--- src/rtl/hdr_ratio_pkg.sv ---
package hdr_ratio_pkg;

    typedef enum logic [1:0] {
        ST_IDLE  = 2'd0,
        ST_PARSE = 2'd1,
        ST_READY = 2'd2,
        ST_ABORT = 2'd3
    } hdr_state_t;

    localparam logic [1:0] RATIO_X1 = 2'd0;
    localparam logic [1:0] RATIO_X2 = 2'd1;
    localparam logic [1:0] RATIO_X4 = 2'd2;

endpackage

--- src/rtl/hdr_word_counter.sv ---
module hdr_word_counter #(
    parameter int CNT_W = 8
) (
    input  logic             clk,
    input  logic             rst_n,
    input  logic             clr_i,
    input  logic             adv_i,
    output logic [CNT_W-1:0] count_o
);

    always_ff @(posedge clk or negedge rst_n) begin
        if (!rst_n) begin
            count_o <= '0;
        end else if (clr_i) begin
            count_o <= '0;
        end else if (adv_i) begin
            count_o <= count_o + 1'b1;
        end
    end

endmodule

--- src/rtl/hdr_flag_capture.sv ---
module hdr_flag_capture #(
    parameter int CNT_W    = 8,
    parameter int ENC_W    = 2,
    parameter int ENC_WORD = 69,
    parameter int CMP_WORD = 229
) (
    input  logic             clk,
    input  logic             rst_n,
    input  logic             clr_i,
    input  logic             beat_i,
    input  logic [CNT_W-1:0] count_i,
    input  logic [ENC_W-1:0] enc_field_i,
    input  logic             cmp_bit_i,
    output logic             enc_q_o,
    output logic             cmp_q_o
);

    localparam logic [CNT_W-1:0] ENC_IDX = CNT_W'(ENC_WORD);
    localparam logic [CNT_W-1:0] CMP_IDX = CNT_W'(CMP_WORD);

    always_ff @(posedge clk or negedge rst_n) begin
        if (!rst_n) begin
            enc_q_o <= 1'b0;
            cmp_q_o <= 1'b0;
        end else if (clr_i) begin
            enc_q_o <= 1'b0;
            cmp_q_o <= 1'b0;
        end else if (beat_i) begin
            if (count_i == ENC_IDX) begin
                enc_q_o <= |enc_field_i;
            end
            if (count_i == CMP_IDX) begin
                // the compression bit is active-low
                cmp_q_o <= ~cmp_bit_i;
            end
        end
    end

endmodule

--- src/rtl/hdr_ratio_map.sv ---
module hdr_ratio_map
    import hdr_ratio_pkg::*;
(
    input  logic       wide_i,
    input  logic       enc_i,
    input  logic       cmp_i,
    output logic [1:0] ratio_o
);

    logic [1:0] base_code;

    always_comb begin
        unique case ({cmp_i, enc_i})
            2'b00:   base_code = RATIO_X1;
            2'b01:   base_code = RATIO_X2;
            default: base_code = RATIO_X4;
        endcase
        // a 32-bit port doubles every ratio above x1
        if (wide_i && (base_code != RATIO_X1)) begin
            ratio_o = base_code + 2'd1;
        end else begin
            ratio_o = base_code;
        end
    end

endmodule

--- src/rtl/hdr_ratio_detect.sv ---
module hdr_ratio_detect
    import hdr_ratio_pkg::*;
#(
    parameter int DATA_W   = 32,
    parameter int ENC_WORD = 69,
    parameter int ENC_LSB  = 2,
    parameter int ENC_W    = 2,
    parameter int CMP_WORD = 229,
    parameter int CMP_BIT  = 1
) (
    input  logic              clk,
    input  logic              rst_n,
    input  logic              start_i,
    input  logic              cfg_wide_i,
    input  logic              s_valid_i,
    input  logic [DATA_W-1:0] s_data_i,
    input  logic              s_last_i,
    output logic              s_ready_o,
    output logic              res_valid_o,
    output logic              err_o,
    output logic [1:0]        ratio_o,
    output logic              enc_o,
    output logic              cmp_o
);

    localparam int               CNT_W   = $clog2(CMP_WORD + 1);
    localparam logic [CNT_W-1:0] CMP_IDX = CNT_W'(CMP_WORD);

    hdr_state_t       state_q, state_d;
    logic [CNT_W-1:0] word_cnt;
    logic             beat;
    logic             parse_beat;
    logic             hdr_end;
    logic             enc_q, cmp_q;
    logic             wide_q;
    logic [1:0]       ratio_raw;
    logic             res_q, err_q;

    assign beat       = s_valid_i && s_ready_o;
    assign parse_beat = beat && (state_q == ST_PARSE);
    assign hdr_end    = (word_cnt == CMP_IDX);

    hdr_word_counter #(.CNT_W(CNT_W)) u_cnt (
        .clk     (clk),
        .rst_n   (rst_n),
        .clr_i   (start_i),
        .adv_i   (parse_beat && !hdr_end),
        .count_o (word_cnt)
    );

    hdr_flag_capture #(
        .CNT_W    (CNT_W),
        .ENC_W    (ENC_W),
        .ENC_WORD (ENC_WORD),
        .CMP_WORD (CMP_WORD)
    ) u_flags (
        .clk         (clk),
        .rst_n       (rst_n),
        .clr_i       (start_i),
        .beat_i      (parse_beat),
        .count_i     (word_cnt),
        .enc_field_i (s_data_i[ENC_LSB +: ENC_W]),
        .cmp_bit_i   (s_data_i[CMP_BIT]),
        .enc_q_o     (enc_q),
        .cmp_q_o     (cmp_q)
    );

    hdr_ratio_map u_map (
        .wide_i  (wide_q),
        .enc_i   (enc_q),
        .cmp_i   (cmp_q),
        .ratio_o (ratio_raw)
    );

    // state register and width latch
    always_ff @(posedge clk or negedge rst_n) begin
        if (!rst_n) begin
            state_q <= ST_IDLE;
            wide_q  <= 1'b0;
        end else begin
            state_q <= state_d;
            if (start_i) begin
                wide_q <= cfg_wide_i;
            end
        end
    end

    // next-state decision
    always_comb begin
        state_d = state_q;
        if (start_i) begin
            state_d = ST_PARSE;
        end else begin
            unique case (state_q)
                ST_IDLE:  state_d = ST_IDLE;
                ST_PARSE: begin
                    if (parse_beat && hdr_end) begin
                        state_d = ST_READY;
                    end else if (parse_beat && s_last_i) begin
                        state_d = ST_ABORT;
                    end
                end
                ST_READY: state_d = ST_READY;
                ST_ABORT: state_d = ST_ABORT;
                default:  state_d = ST_IDLE;
            endcase
        end
    end

    // registered strobes
    always_ff @(posedge clk or negedge rst_n) begin
        if (!rst_n) begin
            res_q <= 1'b0;
            err_q <= 1'b0;
        end else begin
            res_q <= parse_beat && hdr_end;
            err_q <= parse_beat && !hdr_end && s_last_i;
        end
    end

    // level outputs
    always_comb begin
        s_ready_o   = ((state_q == ST_PARSE) || (state_q == ST_READY)) && !start_i;
        res_valid_o = res_q;
        err_o       = err_q;
        if (state_q == ST_READY) begin
            ratio_o = ratio_raw;
            enc_o   = enc_q;
            cmp_o   = cmp_q;
        end else begin
            ratio_o = 2'd0;
            enc_o   = 1'b0;
            cmp_o   = 1'b0;
        end
    end

endmodule

--- config.mk ---
export PLATFORM = sky130hd
export DESIGN_NAME = hdr_ratio_detect
export DESIGN_NICKNAME = d
export VERILOG_FILES = /design/src/rtl/hdr_ratio_pkg.sv /design/src/rtl/hdr_word_counter.sv /design/src/rtl/hdr_flag_capture.sv /design/src/rtl/hdr_ratio_map.sv /design/src/rtl/hdr_ratio_detect.sv
export SDC_FILE = /design/constraint.sdc
export NUM_CORES = 1
export LEC_CHECK = 0
export CAP_MARGIN = 25
export CORE_UTILIZATION = 41
export CTS_CLUSTER_SIZE = 20
export DETAILED_ROUTE_END_ITERATION = 8
export PLACE_DENSITY = 0.83
export SLEW_MARGIN = 25
export SYNTH_ARGS = -nofsm -noshare
export SYNTH_HDL_FRONTEND = slang
export SYNTH_SLANG_ARGS = --single-unit
--- constraint.sdc ---
create_clock -name clk -period 3.7 [get_ports clk]
set_input_delay 0.555 -clock clk [delete_from_list [all_inputs] [get_ports clk]]
set_output_delay 0.555 -clock clk [all_outputs]
set_load 0.01 [all_outputs]
# Word-level counts from Yosys, hierarchy flattened
# Cells that the tools add are included.
# word_totals
register_bits	15
inputBits	38
out_inout_bits	7
wordCells	55
# op_classes
n_addsub	2
eq_ne	7
mux	17
bitwise	1
reduce_logical	21
# ops
cell	count
$mux 8	2
$mux 2	5
$reduce_bool 2->1	5
$add 8x1->8 const B	1
$eq 8x7->1 const B	1
$eq 8x8->1 const B	1
$logic_and 1x1->1	8
$mux 1	8
$pmux 2 s4	1
$eq 2x1->1 const B	2
$eq 2x2->1 const B	2
$logic_not 2->1	2
$ne 4x2->1 const B	1
$pmux 2 s2	1
$reduce_and 2->1	2
$add 2x1->2 const B	1
$logic_not 1->1	2
$reduce_or 2->1	1
$logic_or 1x1->1	1
$not 1->1	1

# Longest topological paths before layout
# Gate-level depths: netlist (run 1).
# depth
word_depth	10
mapped_depth	7
ltp_nobuf	6

# Cells and area by module
# Synthesis (run 1) repeated with hierarchy kept, for this count alone.
# hier_totals
cells_unflattened	91
area_unflattened_um2	955.9
# modules_own_cells
module	instances	cells_per_inst	area_each_um2	seq_area_each_um2
hdr_ratio_detect	1	38	407.9	125.1
hdr_word_counter	1	37	396.6	200.2
hdr_flag_capture	1	12	123.9	50.0
hdr_ratio_map	1	4	27.5	0.0

# Least setup slack after synthesis (run 1)
# Ideal clock, no wire load.
# synth_path
kind	register -> register
start	register state_q[0]
end	register state_q[0]
setup_time_ns	0.126
t_arrival_ns	1.776
t_required_ns	3.574
slack_ns	1.798
stages_incl_launch_ff	8
n_path_buf	1
synth_period_minus_slack_ns	1.902
path_cell_list	dfrtp_1 inv_1 ha_1 and4b_1 and3_1 buf_6 mux2_4 a221o_1
# synth_between
elab_chain_cells	9
word_cells_on_any_way	14
cone_classes	4 x eq/ne; 3 x mux; 7 x reduce/logical
# synth_lines
item	line_no	text
start: declaration	hdr_ratio_detect.sv:29	hdr_state_t state_q, state_d;
start signal: assignment	hdr_ratio_detect.sv:81	state_q <= state_d;
$eq 2x1->1 or $eq 2x2->1 (tied branches)	hdr_ratio_detect.sv:40, hdr_ratio_detect.sv:94, hdr_ratio_detect.sv:123	
$logic_or 1x1->1	hdr_ratio_detect.sv:123	s_ready_o = ((state_q == ST_PARSE) || (state_q == ST_READY)) && !start_i;
$logic_and 1x1->1	hdr_ratio_detect.sv:123	
$logic_and 1x1->1	hdr_ratio_detect.sv:39	assign beat = s_valid_i && s_ready_o;
$logic_and 1x1->1	hdr_ratio_detect.sv:40	assign parse_beat = beat && (state_q == ST_PARSE);
$logic_and 1x1->1	hdr_ratio_detect.sv:97	if (parse_beat && hdr_end) begin
$mux 2	hdr_ratio_detect.sv:97	
$pmux 2 s4	hdr_ratio_detect.sv:94	unique case (state_q)
$mux 2	hdr_ratio_detect.sv:91	if (start_i) begin
# Parallel ways exist; a longest one is shown, timed or not.
# A chain may end at the register's enable or synchronous reset.

# Worst setup path in the final report (run 1)
# layout_path
start	input port start_i
end	output port s_ready_o
# layout_between
elab_chain_cells	2
# layout_lines
item	line_no	text
start: declaration	hdr_ratio_detect.sv:13	input logic start_i,
$logic_not 1->1	hdr_ratio_detect.sv:123	
$logic_and 1x1->1	hdr_ratio_detect.sv:123	
end: declaration	hdr_ratio_detect.sv:18	output logic s_ready_o,
# No other way between the ends.

==> qor.csv, run 1 <==
metric,value,unit
power_internal,0.293,mW
p_clk_share,20.9,%
worstSetupStartpointType,primary input,
chipHeight,47.6,um
core_area,0.00196,mm2
mapped_area,852,um2
vdd_ir_drop_max,254,uV
grt.overflow.total,0,
fin_setup_tns,0,ns
critical_path_arrival,2.10,ns
cts_hold_repair.buffers,0,
post_cts_resize_count,0,
ys_seq_area_share,44.1,%
post_cts.repair.setup_buffers,0,
p_leak,0.454,nW
placementRows,16,
critical_path_top_delay_cell,sky130_fd_sc_hd__clkdlybuf4s50_1,
post-synth-top-area-cell,sky130_fd_sc_hd__dfrtp_1,
detail-route-antenna-nets,0,
drt-vias-per-instance,5.13,
grt_first_pass_wirelength,2.58,mm
clkSlewWorstSetupHoldPaths,0.09,ns
unrepaired_setup_endpoints_after_global_routing,false,
grt_max_degree,18,
gp_routability_congestion,0.793,
route.vias.total,662,
max_freq,377,MHz
cts_root_buf,sky130_fd_sc_hd__clkbuf_4,
die_width,47.6,um
timing_hold_violations_final,0,
routed_wirelength,1.62,mm
timing.critical_path.fanout_max,17,
switching_share,34.1,%
starting_utilization_of_the_core_area,43.4,%
setup_viol_count_final,0,
drt_iter0_drc,7,
critical-path-max-stage-delay,0.70,ns
first_pass_iters,3,
grtUsageTotal,16.7,%
io-pin-count,45,
buffer_and_inverter_count_on_the_worst_path,2,
numClockSinks,15,
switchingPower,0.152,mW
tritoncts_clock_tree,done,
cell_variety_after_synth,29,
antenna_found_initial,0,
p_seq_share,44.7,%
first_global_vias,636,
synth.top_cells.by_area,"sky130_fd_sc_hd__dfrtp_1 (44%), sky130_fd_sc_hd__ha_1 (8.8%), sky130_fd_sc_hd__xnor2_1 (6.2%), sky130_fd_sc_hd__nor2_1 (5.3%), sky130_fd_sc_hd__a211oi_1 (4.4%)",
post-route-util,53.4,%
synth-seq-cells,15,
num-nets-final,147,
cts_bufs_inserted,3,
num-fill-cells,186,
detailedPlacementHpwl,1.25,mm
clock_skew,0.000729,ns
quantity_of_i_o_buffers_inserted_on_ports,15,
postSynthNetCount,129,
worst_pin_slew,0.673,ns
layout-drive-gt1-share,5.88,%
area_growth,23.1,%
hold_class,flip-flop to flip-flop,
timing.critical_path.required,3.14,ns
avgSynthCellArea,10.0,um2
crit_chain,clkdlybuf4s50_1 -> and2b_1 -> clkdlybuf4s50_1,
cts.htree.levels,1,
cell_count_after_synthesis,85,
clock_insertion_delay_worst_skew,0.28,ns
ctsLongestPathBuffers,2,
critPathKind,primary input to output pin,
outcome,finished clean,
timing.final.crit_period,2.65,ns
synth_top_area_share,44.1,%
worst_slew_margin_rel,55.0,%
timing_max_transition_violations_final,0,
drt_drc_violations_left,0,
detail_route.wl_per_cell,12.5,um
crit_path_end_kind,output pin,
post_route_fraction_of_the_period_consumed_by_the_critical_path,71.7,%
crit_path_frequent_cell,sky130_fd_sc_hd__clkdlybuf4s50_1,
diode_count,0,
critPathTopFamily,buffers and inverters,
cellPowerDensity,425,mW/mm2
power_frac_comb,34.4,%
die-area,0.00226,mm2
number_of_maximum_capacitance_constraint_violations,0,
yosys_warnings,0,
layer usage:
| layer | GRT usage [%] | vias to the layer above | share of wire [%] |
|---|---|---|---|
| met2 | 33.2 | 13 | 55 |
| met5 | 0 | - | 0 |
| met3 | 2.64 | 2 | 4.2 |
| li1 | - | 330 | - |
| met1 | 16.5 | 317 | 40 |
| met4 | 8.33 | 0 | 1.2 |
layout by cell type (no fill, tap or decap):
cell type,count
sky130_fd_sc_hd__a221o_1,1
sky130_fd_sc_hd__and2b_1,1
sky130_fd_sc_hd__dfrtp_1,15
sky130_fd_sc_hd__and2_1,3
sky130_fd_sc_hd__clkbuf_4,3
sky130_fd_sc_hd__nand4b_1,2
sky130_fd_sc_hd__nand2b_1,1
sky130_fd_sc_hd__clkinv_2,1
sky130_fd_sc_hd__inv_1,5
sky130_fd_sc_hd__nor2_1,12
sky130_fd_sc_hd__and3_1,2
sky130_fd_sc_hd__a21o_1,1
sky130_fd_sc_hd__xnor2_1,6
sky130_fd_sc_hd__ha_1,6
sky130_fd_sc_hd__nor3_1,3
sky130_fd_sc_hd__a211oi_1,5
sky130_fd_sc_hd__a21oi_1,1
sky130_fd_sc_hd__mux2_4,1
sky130_fd_sc_hd__or3_1,1
sky130_fd_sc_hd__nand3_1,1
sky130_fd_sc_hd__and4b_1,1
sky130_fd_sc_hd__nand4_1,2
sky130_fd_sc_hd__a21boi_1,1
sky130_fd_sc_hd__mux2_2,1
sky130_fd_sc_hd__nor4_1,2
sky130_fd_sc_hd__and4bb_1,1
sky130_fd_sc_hd__mux2i_1,1
sky130_fd_sc_hd__nand2_1,6
sky130_fd_sc_hd__o21a_1,1
sky130_fd_sc_hd__clkdlybuf4s50_1,15
power groups by stage:
stage                     Combinational (mW)  Sequential [mW]  Clock (mW)
after global routing                   0.170            0.201       0.100
after floorplan                        0.102            0.198           0
after CTS                              0.153            0.199      0.0985
after detailed placement               0.152            0.202           0
final                                  0.153            0.199      0.0932
after global placement                 0.140            0.201           0
logic make-up after synthesis:
logic type / synth area share, %
buf+inv: 3.96
xor+xnor: 6.17
mux: 4.26
simple gates: 23.9
compound gates: 8.81
flops: 44.1
fa+ha+maj: 8.81
Yosys cell counts (all sizes together):
cell    instances
nand2           6
mux2            2
nand2b          1
a21o            1
and2            3
nor3            3
and4bb          1
inv             5
nand4           2
xnor2           6
clkbuf          1
o21a            1
buf             1
a21boi          1
dfrtp          15
and4b           1
mux2i           1
a221o           1
nor4            2
and2b           1
a21oi           1
nand4b          2
nand3           1
nor2           12
ha              6
a211oi          5
and3            2
or3             1
worst reg2reg max path: stages, from the launching register on:
cell and delay (ns):
sky130_fd_sc_hd__dfrtp_1 0.41, sky130_fd_sc_hd__inv_1 0.08, sky130_fd_sc_hd__ha_1 0.33, sky130_fd_sc_hd__and4b_1 0.23
sky130_fd_sc_hd__and3_1 0.30, sky130_fd_sc_hd__mux2_4 0.33, sky130_fd_sc_hd__a221o_1 0.31
registers in the layout, summed over array words and instances (netlist names):
name,flops
state_q,2
u_flags.enc_q_o,1
u_cnt.count_o,8
err_o,1
res_valid_o,1
wide_q,1
u_flags.cmp_q_o,1
worst paths after layout:
path	slack, ns	cells past startpoint	start	endpoint
max in group asynchronous	2.60	1	rst_n	u_cnt.count_o[7]$_DFFE_PN0P_
max	1.05	3	start_i	s_ready_o
max reg2reg	1.60	6	state_q[0]$_DFFE_PN0P_	state_q[0]$_DFFE_PN0P_
min	0.55	2	u_flags.enc_q_o$_DFFE_PN0P_	u_flags.enc_q_o$_DFFE_PN0P_
min in group asynchronous	0.68	1	rst_n	state_q[1]$_DFFE_PN0P_
min reg2reg	0.55	2	u_flags.enc_q_o$_DFFE_PN0P_	u_flags.enc_q_o$_DFFE_PN0P_
layout make-up:
class                   count  area, um2  share of cell area (%)
multi-input cells          63        443                    42.2
flip-flops and latches     15        375                    35.8
repair buffers             15        150                    14.3
well taps                  27       33.8                    3.22
clock buffers               3       22.5                    2.15
inverters                   5       18.8                    1.79
clock inverters             1       5.00                   0.477
per-stage QoR:
stage / area, um2 / power, mW / hold slack, ns / cells / worst slack (ns)
6_report: 1050 / 0.446 / 0.548 / 129 / 1.05
5_1_grt: 1050 / 0.472 / 0.568 / 129 / 0.976
4_1_cts: 1050 / 0.450 / 0.552 / 129 / 1.03
3_5_place_dp: 1020 / 0.354 / 0.535 / 125 / 0.987
3_3_place_gp: 1020 / 0.341 / 0.524 / 125 / 0.995
2_1_floorplan: 852 / 0.300 / 0.259 / 85 / 1.80
Note: power is estimated with default switching activity, not from simulation.
==> run 2, diff against run 1 <==
- CORE_UTILIZATION: 41 -> 38
- PLACE_DENSITY: 0.83 -> 0.78
- clock period: 3.7 -> 2.7 ns (I/O delays scaled with it)
==> qor.csv, run 2 (synthesis results as in run 1) <==
metric,value,unit
core_area,0.00204,mm2
unrepaired_setup_endpoints_after_global_routing,false,
detail-route-antenna-nets,0,
critPathTopFamily,buffers and inverters,
routed_wirelength,1.60,mm
timing.critical_path.required,2.30,ns
flip_flop_count_of_the_largest_register_all_copies_and_words_added,8,
detailedPlacementHpwl,1.16,mm
cts_hold_repair.buffers,0,
buffer_and_inverter_count_on_the_worst_path,2,
r2r_start,state_q[0]$_DFFE_PN0P_,
outcome,finished clean,
cts.htree.levels,1,
ctsLongestPathBuffers,2,
drt_iter0_drc,13,
number_of_maximum_capacitance_constraint_violations,0,
critical_path_arrival,1.82,ns
post_route_fraction_of_the_period_consumed_by_the_critical_path,82.5,%
grt_first_pass_wirelength,2.80,mm
quantity_of_i_o_buffers_inserted_on_ports,15,
largest-register,u_cnt.count_o,
hold_class,primary input to asynchronous set/reset pin,
critical_path_top_delay_cell,sky130_fd_sc_hd__clkdlybuf4s50_1,
first_pass_iters,4,
clock_insertion_delay_worst_skew,0.28,ns
placementRows,16,
cts_bufs_inserted,3,
critical-path-max-stage-delay,0.47,ns
fin_setup_tns,0,ns
grt_max_degree,17,
diode_count,0,
finalNonFillerCells,130,
antenna_found_initial,0,
chipHeight,49.4,um
numClockSinks,15,
die-area,0.00244,mm2
worstSetupStartpointType,flip-flop,
vdd_ir_drop_max,410,uV
max_freq,449,MHz
grtUsageTotal,15.1,%
post_cts_resize_count,0,
route.vias.total,663,
die_width,49.4,um
critPathKind,flip-flop to output pin,
drt_drc_violations_left,0,
detail_route.wl_per_cell,12.3,um
clock_skew,0.000808,ns
timing_hold_violations_final,0,
crit_chain,inv_1 -> ha_1 -> and2_1 -> a21o_1 -> clkdlybuf4s50_1,
timing_max_transition_violations_final,0,
largest_registers,"u_cnt.count_o x8, state_q x2",
post-route-util,51.7,%
r2r-end,state_q[0]$_DFFE_PN0P_,
number_of_cells_traversed_by_the_worst_register_to_register_path,6,
cellPowerDensity,573,mW/mm2
gp_routability_congestion,0.825,
crit_path_end_kind,output pin,
area_growth,23.8,%
setup_viol_count_final,0,
regToRegSetupSlack,0.58,ns
fin_total_pwr,0.604,mW
num-nets-final,148,
grt.overflow.total,0,
timing.final.crit_period,2.23,ns
cts_root_buf,sky130_fd_sc_hd__clkbuf_4,
io-pin-count,45,
tritoncts_clock_tree,done,
placed_cells_incl_taps,126,
worst_pin_slew,0.673,ns
worst_slew_margin_rel,55.0,%
first_global_vias,643,
p_leak,0.456,nW
post_cts.repair.setup_buffers,0,
mostFrequentLayoutCells,"sky130_fd_sc_hd__dfrtp_1 (15), sky130_fd_sc_hd__clkdlybuf4s50_1 (15), sky130_fd_sc_hd__nor2_1 (12)",
layout-drive-gt1-share,5.83,%
timing.critical_path.fanout_max,4,
drt-vias-per-instance,5.10,
clkSlewWorstSetupHoldPaths,0.08,ns
starting_utilization_of_the_core_area,41.7,%
==> run 2: stage by stage <==
stage / setup slack (ns) / hold slack [ns] / area, um2
5_1_grt: 0.368 / 0.553 / 1050
3_3_place_gp: 0.520 / 0.526 / 1030
4_1_cts: 0.461 / 0.542 / 1050
6_report: 0.473 / 0.530 / 1050
2_1_floorplan: 0.798 / 0.109 / 852
3_5_place_dp: 0.503 / 0.527 / 1030
==> run 2: final cells by class <==
class,instances,area (um2)
Inverter,5,18.8
Tap cell,27,33.8
Clock buffer,4,26.3
Timing Repair Buffer,16,158
Sequential cell,15,375
Fill cell,197,987
Multi-Input combinational cell,63,443
==> run 2: layer usage <==
layer  share of wire, %  vias to the layer above  track usage, %
li1                   -                      334               -
met1                 48                      313            19.0
met2                 47                       16            24.2
met3                4.9                        0            4.98
met4                  0                        0            4.41
met5                  0                        -               0
==> run 2: worst max path at each step <==
| stage | endpoint | cells after the start | startpoint | slack, ns |
|---|---|---|---|---|
| finish | ratio_o[1] | 5 | state_q[0]$_DFFE_PN0P_ | 0.47 |
| global route | ratio_o[1] | 5 | state_q[0]$_DFFE_PN0P_ | 0.37 |
| CTS | ratio_o[1] | 5 | state_q[0]$_DFFE_PN0P_ | 0.46 |
| detailed placement | state_q[0]$_DFFE_PN0P_ | 5 | s_valid_i | 0.50 |
| global placement | s_ready_o | 4 | start_i | 0.52 |
| floorplan | state_q[0]$_DFFE_PN0P_ | 7 | state_q[0]$_DFFE_PN0P_ | 0.80 |
==> run 2: power by group <==
| part | switching, mW | total (mW) | internal (mW) | leakage (nW) |
|---|---|---|---|---|
| Sequential | 0.0262 | 0.274 | 0.247 | 0.201 |
| Combinational | 0.105 | 0.205 | 0.100 | 0.240 |
| Clock | 0.0677 | 0.125 | 0.0573 | 0.0150 |
